--- src/rtl/pfd_bl_pkg.sv ---
package pfd_bl_pkg;
  typedef struct packed {
    logic loadCnt;   // start a backlash hold
    logic decCnt;    // count the hold down
    logic capture;   // hold running: store edges for later
  } pfdStrobe_t;
endpackage

--- src/rtl/pfd_bl_datapath.sv ---
module pfd_bl_datapath
  import pfd_bl_pkg::*;
#(
  parameter int HOLD_W = 8
) (
  input  logic              clk,
  input  logic              rstN,
  input  logic              refPulse,
  input  logic              divPulse,
  input  logic [HOLD_W-1:0] holdCycles,
  input  pfdStrobe_t        st,
  output logic              refHit,
  output logic              divHit,
  output logic              cntLast
);
  localparam logic [HOLD_W-1:0] ONE = HOLD_W'(1);

  logic refPrev, divPrev, refPend, divPend;
  logic refEdge, divEdge;
  logic [HOLD_W-1:0] cnt;

  assign refEdge = refPulse & ~refPrev;
  assign divEdge = divPulse & ~divPrev;
  assign refHit  = refEdge | refPend;
  assign divHit  = divEdge | divPend;
  assign cntLast = (cnt == ONE);

  always_ff @(posedge clk or negedge rstN) begin
    if (!rstN) begin
      refPrev <= 1'b0;
      divPrev <= 1'b0;
      refPend <= 1'b0;
      divPend <= 1'b0;
      cnt     <= '0;
    end else begin
      refPrev <= refPulse;
      divPrev <= divPulse;
      if (st.capture) begin
        refPend <= refPend | refEdge;
        divPend <= divPend | divEdge;
      end else begin
        refPend <= 1'b0;
        divPend <= 1'b0;
      end
      if (st.loadCnt)
        cnt <= (holdCycles == '0) ? ONE : holdCycles;
      else if (st.decCnt)
        cnt <= cnt - ONE;
    end
  end


  cnt_nonzero_chk: assert property (@(posedge clk) disable iff (!rstN)
    st.capture |-> cnt != '0);

  pend_kept_chk: assert property (@(posedge clk) disable iff (!rstN)
    (st.capture && refEdge) |=> refPend);
endmodule

--- src/rtl/pfd_bl_control.sv ---
module pfd_bl_control
  import pfd_bl_pkg::*;
(
  input  logic       clk,
  input  logic       rstN,
  input  logic       refHit,
  input  logic       divHit,
  input  logic       cntLast,
  output pfdStrobe_t st,
  output logic       pumpUp,
  output logic       pumpDown
);
  logic upQ, dnQ, holdQ;
  logic upNext, dnNext;

  assign upNext = upQ | refHit;
  assign dnNext = dnQ | divHit;

  always_comb begin
    st.capture = holdQ;
    st.loadCnt = !holdQ && upNext && dnNext;
    st.decCnt  = holdQ && !cntLast;
  end

  always_ff @(posedge clk or negedge rstN) begin
    if (!rstN) begin
      upQ   <= 1'b0;
      dnQ   <= 1'b0;
      holdQ <= 1'b0;
    end else if (holdQ) begin
      if (cntLast) begin
        upQ   <= 1'b0;
        dnQ   <= 1'b0;
        holdQ <= 1'b0;
      end
    end else begin
      upQ   <= upNext;
      dnQ   <= dnNext;
      holdQ <= upNext && dnNext;
    end
  end

  assign pumpUp   = upQ;
  assign pumpDown = dnQ;


  hold_both_chk: assert property (@(posedge clk) disable iff (!rstN)
    holdQ |-> (pumpUp && pumpDown));

  clear_together_chk: assert property (@(posedge clk) disable iff (!rstN)
    $fell(pumpUp) |-> $fell(pumpDown));
endmodule

--- src/rtl/pfd_backlash.sv ---
module pfd_backlash
  import pfd_bl_pkg::*;
#(
  parameter int HOLD_W = 8,
  parameter int CUR_W  = 2
) (
  input  logic              clk,
  input  logic              rstN,
  input  logic              refPulse,
  input  logic              divPulse,
  input  logic [HOLD_W-1:0] holdCycles,
  input  logic [CUR_W-1:0]  pumpCode,
  output logic              pumpUp,
  output logic              pumpDown,
  output logic [CUR_W-1:0]  pumpCur
);
  pfdStrobe_t st;
  logic refHit, divHit, cntLast;

  pfd_bl_datapath #(.HOLD_W(HOLD_W)) dp (
    .clk(clk), .rstN(rstN), .refPulse(refPulse), .divPulse(divPulse),
    .holdCycles(holdCycles), .st(st), .refHit(refHit), .divHit(divHit),
    .cntLast(cntLast)
  );

  pfd_bl_control ctl (
    .clk(clk), .rstN(rstN), .refHit(refHit), .divHit(divHit),
    .cntLast(cntLast), .st(st), .pumpUp(pumpUp), .pumpDown(pumpDown)
  );

  always_ff @(posedge clk or negedge rstN) begin
    if (!rstN) pumpCur <= '0;
    else       pumpCur <= pumpCode;
  end


  cur_follow_chk: assert property (@(posedge clk) disable iff (!rstN)
    1'b1 |=> pumpCur == $past(pumpCode));
endmodule

--- config.mk ---
export PLATFORM = sky130hd
export DESIGN_NAME = pfd_backlash
export DESIGN_NICKNAME = d
export VERILOG_FILES = /design/src/rtl/pfd_bl_pkg.sv /design/src/rtl/pfd_bl_datapath.sv /design/src/rtl/pfd_bl_control.sv /design/src/rtl/pfd_backlash.sv
export SDC_FILE = /design/constraint.sdc
export NUM_CORES = 1
export LEC_CHECK = 0
export BUFFER_PORTS_ARGS = -buffer_cell sky130_fd_sc_hd__buf_2
export CORE_MARGIN = 2
export CORE_UTILIZATION = 51
export CTS_BUF_LIST = sky130_fd_sc_hd__clkbuf_16
export DETAILED_ROUTE_END_ITERATION = 10
export MAX_ROUTING_LAYER = met4
export PLACE_DENSITY_LB_ADDON = 0.3
export REMOVE_ABC_BUFFERS = 1
export SYNTH_ARGS = -nofsm -noshare
export SYNTH_HDL_FRONTEND = slang
export SYNTH_SLANG_ARGS = --single-unit
--- constraint.sdc ---
create_clock -name clk -period 3.6 [get_ports clk]
set_input_delay 0 -clock clk [delete_from_list [all_inputs] [get_ports clk]]
set_output_delay 0 -clock clk [all_outputs]
set_load 0.01 [all_outputs]
==> impl_summary.txt <==
----------------------------------------------------
[CTS]
  Clock transition at path regs ... 0.05 ns
  CTS max path bufs ... 2
  Insertion delay to the later sink of the worst-skew pair ... 0.25 ns
  Post-CTS repair timing setup buffer count ... 0
  Num Clock Sinks ... 17
  Clock root buffer master ... clkbuf_16
  TritonCTS clock tree ... done
  H-Tree Level Count ... 1
  Number of buffers created by CTS ... 3

[Timing]
  Final period utilization ... 50.63%
  Post-route clock skew ... 0.002352 ns
  Max Freq ... 548.6 MHz
  Worst Hold Slack ... -0.0008360 ns
  Clock period minus worst slack ... 1.823 ns
  Pin slew with the least headroom to its limit ... 0.5189 ns
  Final hold violations ... 1
  Unrepaired setup endpoints after global routing ... false
  Setup TNS ... 0 ns
  Setup violations, final ... 0
  Final-report max-slew violation count ... 0
  Max_slew headroom ... 65.32%

[Cells and area]
  Layout filler cell count ... 104
  Layout overhead on the synthesized area ... 31.55%
  Antenna diode count ... 0
  Ratio of cells with drive above 1 in the final layout ... 25.00%
  Layout Nets ... 121
  Share of the core filled with cells ... 70.42%

[Run status]
  Violations in the final reports ... negative hold slack
  Run status ... finished, violations left

[Detailed routing]
  Wire per inst ... 14.26 microns
  Aggregate routed wire length ... 1.711 mm
  Total vias in the final route ... 664
  Via-to-Cell Ratio ... 5.533
  Initial drt markers ... 14
  Count of unresolved DRC violations after routing ... 0
  Drt first pass iters ... 4
  Antenna violation net count after detailed routing ... 0

[Pwr]
  Worst-case vdd ir drop ... 0.0005034 V
  Pwr dens ... 792.2 nW/um^2
  Leakage component of the power ... 0.4777 nW

[GRT]
  GRT Overall Usage ... 20.98%
  Number of antenna violations at the first check in global routing ... 0
  Met3 usage ... 5.000%
  Largest net degree at the start of global routing ... 18
  Number of global-route vias before repair ... 683
  First-pass GRT wire length ... 2.870 mm
  Global-route layer with the greatest usage ... met2
  GRT overflow ... 0
  Met2 GRT Util ... 31.64%
  GR Util met1 ... 28.14%

[Die]
  Area of the die ... 1895 sq um
  Initial cell density of the core ... 53.53%
  Num rows ... 14
  Die H ... 43.53 microns
  X dimension of the die ... 43.53 microns
  Area of the placeable core ... 1489 sq um
  IO Count ... 18

[Critical path]
  Cell-by-cell listing of the critical path ... inv_1, ha_1, nor4b_2, nand2_1, a32oi_1, o21ai_0
  Worst path slowest cell ... nor4b_2
  Required time reported for the critical path endpoint ... 3.72 ns
  Critical Setup Path Class ... flip-flop to flip-flop
  Type of element launching the critical path ... flip-flop
  Buffers & Inverters on Critical Path ... 1
  Kind of cell with the highest combined delay on the critical path ... simple AND/OR/NAND/NOR gates
  Maximum cell stage delay along the critical path ... 0.44 ns
  Worst EP arrival ... 1.94 ns
  Worst setup EP type ... flip-flop
  Worst-path maximum fanout ... 6

[Synth]
  Flip-flop and latch count after synthesis ... 17
  Average size of a mapped cell ... 10.35 sq um
  Synth warnings ... 0
  Sequential cell area fraction in the yosys report ... 53.38%
  Number of distinct library cells after synthesis ... 29
  Syn Inst Count ... 77
  EDFF count, synth ... 0
  Mapped Area ... 797.0 sq um
  Share of async-settable or async-resettable flops after synthesis ... 100.0%
  Most used flip-flop cell after synthesis ... dfrtp_1

[Hold path]
  Class of the worst hold path ... input pin to flip-flop

[Placed design]
  Placed wire-length estimate after detailed placement ... 1.226 mm
  Count of buffers from port buffering ... 17
  Last weighted congestion value of the routability-driven placer ... 0.9296

[Run]
  Number of violations of the max-capacitance limit ... 0

----------------------------------------------------
==> synth_stat cells, types with 2 or more instances <==
cell | instances | area [sq um]
dfrtp_1 | 17 | 425.4
nand2_1 | 10 | 37.54
a21oi_1 | 6 | 30.03
inv_1 | 6 | 22.52
nor2_1 | 5 | 18.77
o21ai_0 | 4 | 20.02
a21o_1 | 2 | 15.01
a22oi_1 | 2 | 15.01
ha_1 | 2 | 25.02
nand2b_1 | 2 | 12.51
nand3b_1 | 2 | 15.01
o31ai_1 | 2 | 15.01
==> flip-flops by register name, summed over array words and instances, names as in the netlist <==
| register | count |
|---|---|
| ctl.pumpUp | 1 |
| ctl.pumpDown | 1 |
| ctl.holdQ | 1 |
| dp.divPend | 1 |
| dp.refPrev | 1 |
| dp.refPend | 1 |
| dp.cnt | 8 |
| dp.divPrev | 1 |
| pumpCur | 2 |
==> layout by cell type (no fill, tap or decap), types with 3 or more instances in the layout <==
cell            n
a21oi_1         6
buf_2          17
clkbuf_16       3
dfrtp_1        17
dlygate4sd3_1   6
inv_1           6
nand2_1        10
nor2_1          5
o21ai_0         4
==> repair_timing <==
item	4_1_cts	5_1_grt
endpoints found under the hold margin	22	0
gates resized for setup	0	0
hold buffers	6	0
==> cell type report <==
type                       count  area [sq um]  share of cell area (%)
sequential                    17         425.4                   40.57
multi-input combinational     53         345.3                   32.94
timing repair buffer          24         152.6                   14.56
clock buffer                   3         75.07                   7.160
inverter                       6         22.52                   2.148
tap                           16         20.02                   1.909
clock inverter                 1         7.507                  0.7160
==> routing by layer <==
| metal | vias to the layer above | share of wire (%) | routed length (microns) |
|---|---|---|---|
| met5 | - | 0 | 0 |
| met4 | 0 | 1.1 | 19 |
| met3 | 3 | 4.6 | 79 |
| met2 | 17 | 45 | 772 |
| met1 | 309 | 49 | 838 |
| li1 | 335 | - | - |
==> worst register-to-register path: stages, from the launching register on <==
cell	delay (ns)
dfrtp_1	0.37
inv_1	0.09
ha_1	0.14
nor4b_2	0.44
nand2_1	0.28
a32oi_1	0.26
o21ai_0	0.11
==> through the flow <==
step           cells  setup slack, ns  area (sq um)  power [mW]  hold slack, ns
3_3_place_gp     110            1.883         905.9      0.5935        -0.06728
5_1_grt          120            1.549          1049      0.8896         0.03190
3_5_place_dp     110            1.817         905.9      0.6018        -0.05883
6_report         120            1.777          1049      0.8306      -0.0008360
2_1_floorplan     76            1.728         793.3      0.5206         -0.2956
4_1_cts          120            1.769          1049      0.8363        0.001345
==> cell families after synthesis <==
group	after synthesis	share of synthesized area, %
fa+ha+maj	2	3.139
flops	17	53.38
compound gates	22	19.31
simple gates	29	20.88
buf+inv	7	3.296
==> final timing paths <==
check,from,to,slack (ns),cells after the start
max reg2reg,dp.cnt[1],dp.cnt[4],1.78,6
min reg2reg,ctl.pumpUp,ctl.pumpUp,0.50,1
max,dp.cnt[1],dp.cnt[4],1.78,6
min,holdCycles[5],dp.cnt[5],-0.0008,3
max in group asynchronous,rstN,dp.cnt[5],3.13,2
min in group asynchronous,rstN,ctl.pumpDown,0.20,2
==> power breakdown <==
group / total [mW] / internal (mW) / switching, mW
Combinational: 0.275 / 0.133 / 0.142
Clock: 0.225 / 0.150 / 0.0750
Sequential: 0.331 / 0.265 / 0.0658
Total: 0.831 / 0.548 / 0.283
Power figures use the tool's default switching activity.
